**config.mk**
```make
export PLATFORM = sky130hd
export DESIGN_NAME = blk_xfer_engine
export DESIGN_NICKNAME = d
export VERILOG_FILES = /design/src/rtl/blk_xfer_pkg.sv /design/src/rtl/xfer_addr_step.sv /design/src/rtl/xfer_seq.sv /design/src/rtl/blk_xfer_engine.sv
export SDC_FILE = /design/constraint.sdc
export NUM_CORES = 1
export LEC_CHECK = 0
export ABC_AREA = 1
export ABC_CLOCK_PERIOD_IN_PS = 2500
export CORE_MARGIN = 2
export CORE_UTILIZATION = 46
export CTS_CLUSTER_SIZE = 20
export DETAILED_ROUTE_END_ITERATION = 10
export PLACE_DENSITY = 0.8
export SLEW_MARGIN = 25
export SYNTH_ARGS = -nofsm -noshare
export SYNTH_HDL_FRONTEND = slang
export SYNTH_HIERARCHICAL = 1
export SYNTH_SLANG_ARGS = --single-unit
```
**constraint.sdc**
```tcl
create_clock -name clk -period 2.5 [get_ports clk]
set_input_delay 0.5 -clock clk [delete_from_list [all_inputs] [get_ports clk]]
set_output_delay 0.5 -clock clk [all_outputs]
set_load 0.01 [all_outputs]
```
**src/rtl/blk_xfer_pkg.sv**
```systemverilog
// Shared types for the block memory transfer engine.
// Assumes: mode codes 0..4 are defined; other codes fall back to code 0.
package blk_xfer_pkg;

    typedef enum logic [1:0] {
        STEP_INC  = 2'd0,
        STEP_DEC  = 2'd1,
        STEP_HOLD = 2'd2,
        STEP_ALT  = 2'd3
    } step_e;

    typedef enum logic [1:0] {
        PH_IDLE = 2'd0,
        PH_SAVE = 2'd1,
        PH_READ = 2'd2,
        PH_WRITE = 2'd3
    } phase_e;

    localparam logic [2:0] MODE_UP_UP     = 3'd0;
    localparam logic [2:0] MODE_DN_DN     = 3'd1;
    localparam logic [2:0] MODE_UP_FIX    = 3'd2;
    localparam logic [2:0] MODE_UP_SWING  = 3'd3;
    localparam logic [2:0] MODE_SWING_UP  = 3'd4;

    // Source stepping rule for a mode code.
    function automatic step_e src_rule(input logic [2:0] m);
        case (m)
            MODE_DN_DN:    return STEP_DEC;
            MODE_SWING_UP: return STEP_ALT;
            default:       return STEP_INC;
        endcase
    endfunction

    // Destination stepping rule for a mode code.
    function automatic step_e dst_rule(input logic [2:0] m);
        case (m)
            MODE_DN_DN:    return STEP_DEC;
            MODE_UP_FIX:   return STEP_HOLD;
            MODE_UP_SWING: return STEP_ALT;
            default:       return STEP_INC;
        endcase
    endfunction

endpackage

```
**src/rtl/xfer_addr_step.sv**
```systemverilog
// Address register with a selectable stepping rule.
// Assumes: load and advance are never high together; the rule stays
// constant between a load and the end of the operation.
module xfer_addr_step
    import blk_xfer_pkg::*;
#(
    parameter int AW = 16
) (
    input  logic          clk,
    input  logic          rst_n,
    input  logic          load,
    input  logic [AW-1:0] load_addr,
    input  step_e         rule,
    input  logic          advance,
    output logic [AW-1:0] addr
);

    localparam logic [AW-1:0] ONE = AW'(1);

    logic backward;       // alternating rule: next step is -1
    logic [AW-1:0] next_addr;

    // Next address from the current rule and alternation phase.
    always_comb begin
        case (rule)
            STEP_INC:  next_addr = addr + ONE;
            STEP_DEC:  next_addr = addr - ONE;
            STEP_HOLD: next_addr = addr;
            default:   next_addr = backward ? (addr - ONE) : (addr + ONE);
        endcase
    end

    // Address and alternation phase registers.
    always_ff @(posedge clk) begin
        if (!rst_n) begin
            addr     <= '0;
            backward <= 1'b0;
        end else if (load) begin
            addr     <= load_addr;
            backward <= 1'b0;
        end else if (advance) begin
            addr <= next_addr;
            if (rule == STEP_ALT)
                backward <= ~backward;
        end
    end

    // a held address does not move when stepped
    a_r6_hold_stable: assert property (@(posedge clk) disable iff (!rst_n)
        (advance && rule == STEP_HOLD) |=> addr == $past(addr));

    // an alternating address changes on every step
    a_r7_swing_moves: assert property (@(posedge clk) disable iff (!rst_n)
        (advance && rule == STEP_ALT) |=> addr != $past(addr));

endmodule

```
**src/rtl/xfer_seq.sv**
```systemverilog
// Sequencer for the transfer: idle, three register saves, then
// read/write pairs until the last byte.
// Assumes: last_byte is valid during the write phase.
module xfer_seq
    import blk_xfer_pkg::*;
(
    input  logic       clk,
    input  logic       rst_n,
    input  logic       start,
    input  logic       last_byte,
    output phase_e     phase,
    output logic [1:0] save_idx,
    output logic       accept,
    output logic       advance,
    output logic       busy,
    output logic       done
);

    localparam logic [1:0] SAVE_LAST = 2'd2;

    assign accept  = (phase == PH_IDLE) && start;
    assign advance = (phase == PH_WRITE);
    assign busy    = (phase != PH_IDLE);

    // Phase, save counter and completion pulse.
    always_ff @(posedge clk) begin
        if (!rst_n) begin
            phase    <= PH_IDLE;
            save_idx <= 2'd0;
            done     <= 1'b0;
        end else begin
            done <= 1'b0;
            case (phase)
                PH_IDLE: if (start) begin
                    phase    <= PH_SAVE;
                    save_idx <= 2'd0;
                end
                PH_SAVE: if (save_idx == SAVE_LAST)
                    phase <= PH_READ;
                else
                    save_idx <= save_idx + 2'd1;
                PH_READ: phase <= PH_WRITE;
                default: if (last_byte) begin
                    phase <= PH_IDLE;
                    done  <= 1'b1;
                end else begin
                    phase <= PH_READ;
                end
            endcase
        end
    end

    // register saves always lead into the first read
    a_r2_save_then_read: assert property (@(posedge clk) disable iff (!rst_n)
        (phase == PH_SAVE && save_idx == SAVE_LAST) |=> phase == PH_READ);

endmodule

```
**src/rtl/blk_xfer_engine.sv**
```systemverilog
// Block memory transfer engine top: captures operands, saves three
// registers into the stack page, then copies bytes with per-mode address
// stepping and charges a fixed cycle cost per byte.
// Assumes: the memory returns read data the cycle after a read request
// and accepts a write in the cycle it is requested.
module blk_xfer_engine
    import blk_xfer_pkg::*;
#(
    parameter int AW           = 16,
    parameter int DW           = 8,
    parameter int LW           = 16,
    parameter int SPW          = 8,
    parameter int CW           = 20,
    parameter int COST_PER_BYTE = 6
) (
    input  logic          clk,
    input  logic          rst_n,
    input  logic          start,
    input  logic [2:0]    mode,
    input  logic [AW-1:0] src_addr,
    input  logic [AW-1:0] dst_addr,
    input  logic [LW-1:0] length,
    input  logic [SPW-1:0] stack_ptr,
    input  logic [DW-1:0] reg_a,
    input  logic [DW-1:0] reg_x,
    input  logic [DW-1:0] reg_y,
    output logic          busy,
    output logic          done,
    output logic [CW-1:0] elapsed_cycles,
    output logic          mem_req,
    output logic          mem_we,
    output logic [AW-1:0] mem_addr,
    output logic [DW-1:0] mem_wdata,
    input  logic [DW-1:0] mem_rdata
);

    localparam int RW = LW + 1;
    localparam logic [RW-1:0] FULL_LEN = RW'(1) << LW;
    localparam logic [AW-SPW-1:0] STACK_PAGE = (AW-SPW)'(1);
    localparam logic [CW-1:0] COST = CW'(COST_PER_BYTE);

    phase_e         phase;
    logic [1:0]     save_idx;
    logic           accept, advance;
    logic [2:0]     mode_q;
    logic [SPW-1:0] sp_q;
    logic [DW-1:0]  a_q, x_q, y_q;
    logic [RW-1:0]  remaining;
    logic [AW-1:0]  src_cur, dst_cur;
    logic [SPW-1:0] save_slot;
    step_e          src_kind, dst_kind;

    assign src_kind = src_rule(mode_q);
    assign dst_kind = dst_rule(mode_q);

    xfer_seq u_seq (
        .clk       (clk),
        .rst_n     (rst_n),
        .start     (start),
        .last_byte (remaining == RW'(1)),
        .phase     (phase),
        .save_idx  (save_idx),
        .accept    (accept),
        .advance   (advance),
        .busy      (busy),
        .done      (done)
    );

    xfer_addr_step #(.AW(AW)) u_src (
        .clk       (clk),
        .rst_n     (rst_n),
        .load      (accept),
        .load_addr (src_addr),
        .rule      (src_kind),
        .advance   (advance),
        .addr      (src_cur)
    );

    xfer_addr_step #(.AW(AW)) u_dst (
        .clk       (clk),
        .rst_n     (rst_n),
        .load      (accept),
        .load_addr (dst_addr),
        .rule      (dst_kind),
        .advance   (advance),
        .addr      (dst_cur)
    );

    // Operand capture, byte countdown and elapsed-cycle accounting.
    always_ff @(posedge clk) begin
        if (!rst_n) begin
            mode_q         <= '0;
            sp_q           <= '0;
            a_q            <= '0;
            x_q            <= '0;
            y_q            <= '0;
            remaining      <= '0;
            elapsed_cycles <= '0;
        end else if (accept) begin
            mode_q         <= mode;
            sp_q           <= stack_ptr;
            a_q            <= reg_a;
            x_q            <= reg_x;
            y_q            <= reg_y;
            remaining      <= (length == '0) ? FULL_LEN : RW'(length);
            elapsed_cycles <= '0;
        end else if (advance) begin
            remaining      <= remaining - RW'(1);
            elapsed_cycles <= elapsed_cycles + COST;
        end
    end

    assign save_slot = sp_q - SPW'(save_idx) - SPW'(1);

    // Bus drive for the current phase.
    always_comb begin
        mem_req   = 1'b0;
        mem_we    = 1'b0;
        mem_addr  = '0;
        mem_wdata = '0;
        case (phase)
            PH_SAVE: begin
                mem_req  = 1'b1;
                mem_we   = 1'b1;
                mem_addr = {STACK_PAGE, save_slot};
                case (save_idx)
                    2'd0:    mem_wdata = y_q;
                    2'd1:    mem_wdata = a_q;
                    default: mem_wdata = x_q;
                endcase
            end
            PH_READ: begin
                mem_req  = 1'b1;
                mem_addr = src_cur;
            end
            PH_WRITE: begin
                mem_req   = 1'b1;
                mem_we    = 1'b1;
                mem_addr  = dst_cur;
                mem_wdata = mem_rdata;
            end
            default: ;
        endcase
    end

    // an accepted start makes the engine busy
    a_r1_start_busy: assert property (@(posedge clk) disable iff (!rst_n)
        (start && !busy) |=> busy);

    // the elapsed count is zero right after acceptance
    a_r11_count_cleared: assert property (@(posedge clk) disable iff (!rst_n)
        (start && !busy) |=> elapsed_cycles == '0);

    // every read is followed immediately by a write
    a_r3_read_then_write: assert property (@(posedge clk) disable iff (!rst_n)
        (mem_req && !mem_we) |=> (mem_req && mem_we));

    // done lasts a single cycle
    a_r12_done_single: assert property (@(posedge clk) disable iff (!rst_n)
        done |=> !done);

    // done never overlaps busy or bus activity
    a_r12_done_idle: assert property (@(posedge clk) disable iff (!rst_n)
        done |-> (!busy && !mem_req));

endmodule

```
==> results of run 1 <==
[registers in the layout, summed over array words and instances, names as in the netlist]
register	flops
u_seq/phase	2
u_dst/backward	1
u_seq/save_idx	2
u_src/addr	16
sp_q	8
u_src/backward	1
a_q	8
mode_q	3
u_dst/addr	16
y_q	8
elapsed_cycles	19
x_q	8
remaining	17
u_seq/done	1
[repair_timing]
action | 4_1_cts | 5_1_grt
pin swaps | 5 | 4
cloned | 0 | 0
buffers inserted | 1 | 1
gates resized for setup | 27 | 17
hold endpoints to repair | 0 | 0
endpoints found under the setup margin | 15 | 14
[power by group]
group | internal [mW] | switching (mW) | total [mW]
Combinational | 2.25 | 3.79 | 6.03
Sequential | 2.23 | 0.585 | 2.82
Clock | 0.843 | 0.714 | 1.56
[how the worst max path moves through the flow]
stage,endpoint,slack [ns],cells after the start
finish,mem_addr[4],0.04,8
global route,mem_addr[4],-0.05,8
CTS,mem_addr[6],-0.12,10
detailed placement,mem_addr[6],-0.14,10
global placement,mem_addr[6],-0.13,10
floorplan,mem_addr[4],0.33,6
[through the flow]
step	util (%)	total power, mW
after floorplan	-	6.87
after global placement	57.0	8.56
after detailed placement	57.0	8.72
after CTS	59.1	10.3
after global routing	59.2	11.3
final	59.2	10.4
[layer usage]
| layer | vias to the layer above | global-route usage, % | wire length, um |
|---|---|---|---|
| met5 | - | 0 | 0 |
| met1 | 3815 | 32.6 | 9710 |
| met4 | 0 | 6.75 | 439 |
| met3 | 38 | 5.86 | 1760 |
| li1 | 4304 | - | - |
| met2 | 301 | 42.8 | 10600 |
[area by class of cell]
type / count / area [um^2] / area share, %
Clock buffer: 11 / 253 / 2.60
Tap cell: 220 / 275 / 2.84
Clock inverter: 5 / 63.8 / 0.657
Timing Repair Buffer: 173 / 1650 / 17.0
Inverter: 140 / 526 / 5.41
Sequential cell: 110 / 2210 / 22.7
Multi-Input combinational cell: 957 / 4740 / 48.8
[worst max-delay path: stages (launching register included)]
cell,delay [ns]
dfxtp_2,0.34
inv_2,0.05
ha_4,0.15
fa_2,0.34
nor3_2,0.12
buf_4,0.14
xor2_1,0.05
o211ai_1,0.23
buf_2,0.18
[cell families (layout without fill, tap and decap cells)]
family | after synthesis | after routing | synth area share [%]
simple gates | 724 | 724 | 41.8
other cells | 1 | 1 | 0.0490
fa+ha+maj | 17 | 17 | 2.88
xor+xnor | 20 | 20 | 2.29
flops | 110 | 110 | 28.8
compound gates | 195 | 195 | 14.3
buf+inv | 186 | 329 | 9.92
[cell usage after synthesis (all sizes together), types with 13 or more instances]
cell and n:
nand2 336, inv 138, nor3 16, dfxtp 110, xor2 20, clkbuf 22
nand3 147, ha 16, a21oi 62, buf 24, o21ai 102, nor2 202
nand4 13
==> results list, run 1 <==
- CTS tree: done
* Net total in the final layout: ~1.5k
- The initialized floorplan defines 47 standard-cell rows.
- Post-CTS Hold Fix Bufs: 0
- Proportion of layout cells with a drive suffix above 1: under 10%
- The setup path with the least slack is of type reg -> out.
* Mean number of vias per cell: 5.23
- The detail route stage leaves a number of antenna-violating nets equal to 0.
- Setup slack on the worst reg-to-reg path comes out at 0.27 ns.
* Yosys warns: 6
- After floorplanning, the core was sized to cover between 15000 and 20000 um^2.
- The repair_antennas step left the layout with diodes totalling 0.
- Final setup margin: 0.0437 ns
- After routing, the total negative slack on setup checks comes to 0 ns.
- First-pass DRT Iterations: 5
- STA classifies the critical path startpoint as a register.
* EDFF count, synth: 0
- Flip-flop and latch count after synthesis: between 100 and 150
* Total I/O pin count: around 140
- Total wire length after detailed routing: 22.5 mm
- Data required, critical path: ~2.0 ns
- Reg2reg start: u_seq/phase[1]
- Summing all placed instances gives a cell area of slightly above 9000 um^2.
- Total global-route track usage: 25.4%
- Placed wire-length estimate: 16.7 mm
- The library cell used most frequently in the layout, excluding fill and tap cells, is nand2_1.
* Mean area per synthesized cell: 6.11 um^2
- After layout, the minimum clock period comes to about 2.5 ns.
* Post-synthesis instance area: roughly 7700 um^2
- Remaining global-route overflow: 0
* Origin of the worst setup path: u_seq/save_idx[0]
* Endpoint kind of the worst setup timing path: primary output
- # setup viols final: 0
- Entering global routing, the biggest net connects 37 pins.
* FFs w/ async S/R, synth: 0%
- Arr. time, crit path: approximately 2.0 ns
- At the pin with the least slew margin, the transition time is 0.675 ns.
* Number of instances in the synthesized netlist: between 1k and 1.5k
- The number of antenna violations at the first check in global routing is 0.
* CTS H-tree depth: 3
- Counting the buffers created by CTS gives 9.
* Max-slew headroom at the worst pin: a little under three fifths
- Routed vias: 8458
- Syn_nets: around 1.4k
* Commonest cells after routing, fill and taps aside: nand2_1, nor2_1, nand3_1, clkdlybuf4s50_1, inv_1
- During placement, the flow inserted port buffers numbering between 100 and 150.
- Number of unique standard cell types used by synthesis: 45
- Starting density of the core: between 40% and 50%
- Leak Pwr: ~4.2 nW
* Routed wire per std cell: 13.9 um
- Number of failing hold endpoints at the final stage: 0
- Classification of the worst-slack hold path: reg -> reg
- Period Utilization, post-route: between 90% and 100%
* Root Buffer: clkbuf_16
- Based on the critical path, the design can be clocked at up to between 400 and 500 MHz.
* Vertical die dimension: 133 um
* Non-filler instance count after layout: between 1.5k and 2k
- Max-cap violations: 0
- Area growth syn-to-layout: 26.8%
- Reg clk slew, reported paths: about 0.08 ns
- Setup repair after global routing could not meet its margin everywhere.
- Hold slack: 0.489 ns
- Post-synth top area share: 28.8%
- Max FO, Critical Path: 3
- The via count of the first global-routing pass came to ~7.9k.
- Hold Crit Start: remaining[16]
* Cell type with the largest total area after synthesis: dfxtp_1
- Residual DRC count: 0
- Die span in x: roughly 130 um
- Sorting the synthesized cells by area gives the leading types as dfxtp_1, nand2_1, nor2_1.
- In the synthesized netlist the dominant register cell turns out to be dfxtp_1.
- Maximum number of buffers from clock root to sink: 2
* Number of cells traversed by the worst register-to-register path: 9
- The first global-routing pass estimated between 30 and 40 mm of wire.
* Global placement routability congestion: 0.897
* Clock latency reported for the late side of the worst-skew pair: between 0.3 and 0.4 ns
- DRC marker count from the first detailed-route iteration: 731
- The finished cells cover 9710 um^2.
- For the final database, setup skew stands at between 0.01 and 0.015 ns.
- Count of fill cells added during filler insertion: 1512
- Power per cell area: 1070 nW/um^2
- Proportion of synthesized chip area in sequential cells: 28.8%
- The die covers 17700 um^2.
* Endpoint with the worst hold slack: remaining[16]
- Placement-stage worst setup slack: -0.143 ns
- The worst-case IR drop observed on VDD is 0.550 mV.
- Sink Count: 110
- Counting tap cells, the placed design contains a total of around 1.6k instances.
- Fin. max-slew vios: 0
* Result of the run: complete, no violations
* Hold path cells: 2
* Destination of the worst register-to-register timing path: u_dst/addr[9]
No activity file was read; power rests on OpenSTA's default activity.
==> run 2: changes to the inputs <==
--- a/config.mk
+++ b/config.mk
@@ -9,6 +9,7 @@
 export ABC_CLOCK_PERIOD_IN_PS = 2500
 export CORE_MARGIN = 2
 export CORE_UTILIZATION = 46
+export CTS_CLUSTER_DIAMETER = 80
 export CTS_CLUSTER_SIZE = 20
 export DETAILED_ROUTE_END_ITERATION = 10
 export PLACE_DENSITY = 0.8
==> constraint.sdc (replaced) <==
create_clock -name clk -period 2.5 [get_ports clk]
set_input_delay 0.5 -clock clk [delete_from_list [all_inputs] [get_ports clk]]
set_output_delay 0.5 -clock clk [all_outputs]
set_load 0.05 [all_outputs]
==> results list, run 2 (same netlist as run 1, synthesis figures left out) <==
* Vertical die dimension: 133 um (unchanged)
- CTS tree: done
* Number of flip-flops in the largest register: 19 (unchanged)
- Clock period minus final worst setup slack: 2.69 ns (+0.233 ns)
* Die span in x: 133 um (unchanged)
- Final setup margin: -0.190 ns (-0.233 ns)
- DP Cell Count: 1591 (-0.44%)
- Area of all placed cells without fillers: 9970 um^2 (+2.7%)
- The worst endpoint data arrival time is 2.19 ns (+0.23 ns).
* CTS H-tree depth: 3 (unchanged)
- The maximum root-to-sink buffer count came to 2 (unchanged).
- Global placement routability congestion: 0.918 (+2.3%)
- The number of cell instances on the worst register-to-register path was 9 (unchanged).
* Total global-route track usage: 25.4% (+0.061 points)
- The largest individual stage delay along the critical path comes from the cell fa_2.
* Proportion of layout cells with a drive suffix above 1: 10.6% (+0.97 points)
- The post-detailed-route wirelength per cell was 13.7 um (-1.4%).
- Worst ir drop on vdd: 0.723 mV (+32%)
- Period Utilization, post-route: 108% (+9.3 points)
- The longest individual stage delay on the worst path is 0.37 ns (+0.03 ns).
- Number of global-route vias before repair: 7903 (+0.41%)
- Std-Cell Rows: 47 (unchanged)
- Commonest non-fill, non-tap cell in the layout: nand2_1
- Count of buffers from port buffering: 140 (unchanged)
* Hold slack: 0.467 ns (-0.0219 ns)
- Post-Place Cell Area: 9590 um^2 (+2.6%)
- Clock Skew: 0.00976 ns (-0.00192 ns)
- Count of fill cells added during filler insertion: 1511 (-0.066%)
* Total I/O pin count: 142 (unchanged)
- The remaining global-route overflow was 0 (unchanged).
- Pin count of the biggest net entering global routing: 47 (+27%)
- Result of the run: finished with violations
- The final count of hold timing violations is 0 (unchanged).
* Sink Count: 110 (unchanged)
- RSZ-0062 raised after global routing: true
- The clock transition at the registers of the reported paths was 0.08 ns (about the same).
- Regs by FF count: elapsed_cycles (19), remaining (17)
- The remaining antenna violation count came to 0 (unchanged).
- The final-stage net count came to 1497 (-0.33%).
- The cell sitting at the root of the clock tree is a clkbuf_16.
* Violations in the final reports: setup timing
- Routed vias: 8533 (+0.89%)
* Data required, critical path: 2.00 ns (about the same)
* Residual DRC count: 0 (unchanged)
* Classification of the worst setup path: reg -> out
- CP cell instances: inv_2 -> ha_4 -> fa_2 -> nor3_4 -> xor2_1 -> o211ai_1 -> clkbuf_16
- The worst setup path is launched from a register.
- The number of endpoints failing setup at the final stage is 3 (+3).
* Placed wire-length estimate: 16.3 mm (-2.1%)
* First-pass DRT Iterations: 6 (+1)
* Clock latency reported for the late side of the worst-skew pair: 0.37 ns (about the same)
- The slew at the pin closest to its max-slew limit came to 0.716 ns (+0.0410 ns).
* Timing-limited maximum frequency: 372 MHz (-8.7%)
- Leak Pwr: 4.31 nW (+1.9%)
* Mean number of vias per cell: 5.30 (+1.2%)
- The max-capacitance violation count is 0 (unchanged).
- Max-slew headroom at the worst pin: 52.3% (-2.7 points)
- Power per cell area: 1140 nW/um^2 (+5.9%)
- Commonest cells after routing, fill and taps aside: nand2_1, nor2_1, nand3_1, inv_1, clkdlybuf4s50_1
* Total wire length after detailed routing: 22.1 mm (-1.7%)
- The starting utilization of the core area came to 46.6% (unchanged).
- DRC marker count from the first detailed-route iteration: 751 (+2.7%)
* Die area: 17700 um^2 (unchanged)
- Core utilization of the finished layout: 60.8% (+1.6 points)
- Endpoint kind of the worst setup timing path: primary output
* Antenna violations before repair: 0 (unchanged)
* Area growth syn-to-layout: 30.3%
- The tightest min-delay check is of the in -> reg type.
- Area of the core: 16400 um^2 (unchanged)
* Antenna fix cells: 0 (unchanged)
- Hold path cells: 3 (+1)
* Register with the most flip-flops: elapsed_cycles
- Max FO, Critical Path: 3 (unchanged)
* Total clock buffers created by CTS: 9 (unchanged)
- The wire length of the first global-routing pass was 37.2 mm (+0.37%).
- The count of pins over their slew limit came to 0 (unchanged).
* Non-filler instance count after layout: 1611 (-0.31%)
==> run 2: cell count changes in the layout (fill, tap and decap cells not counted), sizes merged, moves of 2 or more <==
cell	before	now
clkinv	3	6
dlygate4sd2	2	0
clkdlybuf4s50	130	112
buf	37	54
clkbuf	14	11
==> run 2: area by class of cell <==
| type | instances | area [um^2] | share of cell area, % |
|---|---|---|---|
| clock inverters | 7 | 67.6 | 0.678 |
| repair buffers | 168 | 1920 | 19.2 |
| multi-input cells | 957 | 4750 | 47.7 |
| flip-flops and latches | 110 | 2200 | 22.1 |
| clock buffers | 9 | 225 | 2.26 |
| inverters | 140 | 526 | 5.27 |
| well taps | 220 | 275 | 2.76 |
==> run 2: report_power, final <==
part / total [mW] / leakage [nW] / internal [mW] / switching (mW)
combinational: 7.05 / 3.26 / 2.65 / 4.40
clock: 1.45 / 0.145 / 0.703 / 0.749
sequential: 2.81 / 0.904 / 2.23 / 0.584
total: 11.3 / 4.31 / 5.59 / 5.73
==> run 2: what timing repair did <==
item | in CTS | in global routing
hold buffers | 0 | 0
setup buffers | 1 | 3
endpoints found under the setup margin | 4 | 8
pin swaps | 3 | 3
resized for setup | 4 | 12
==> run 2: worst max-delay path, delay by kind of cell (launching register included) <==
kind            cells  cell delay (ns)
buf+inv             2             0.29
compound gates      1             0.35
flops               1             0.36
xor+xnor            1             0.09
simple gates        1             0.20
fa+ha+maj           2             0.52
==> run 2: metal layers <==
metal  up-vias  GRT usage (%)  share of wire [%]
met3        30           5.79                7.0
met2       327           42.7                 48
met1      3881           33.1                 44
li1       4295              -                  -
met4         0           6.15                1.5
met5         -              0                  0
==> run 2: worst paths after layout <==
kind	end	slack, ns	startpoint
min	remaining[16]	0.47	rst_n
min reg2reg	mode_q[0]	0.48	mode_q[0]
max	mem_addr[4]	-0.19	u_seq/save_idx[0]
max reg2reg	u_src/addr[4]	0.41	u_seq/phase[1]
==> run 2: through the flow <==
step	power [mW]	TNS, ns	setup slack (ns)
global route	12.3	-0.906	-0.238
floorplan	7.47	-0.0377	-0.0377
detailed placement	9.67	-0.0136	-0.0136
CTS	11.2	-0.200	-0.131
global placement	9.51	0	0.0211
finish	11.3	-0.391	-0.190
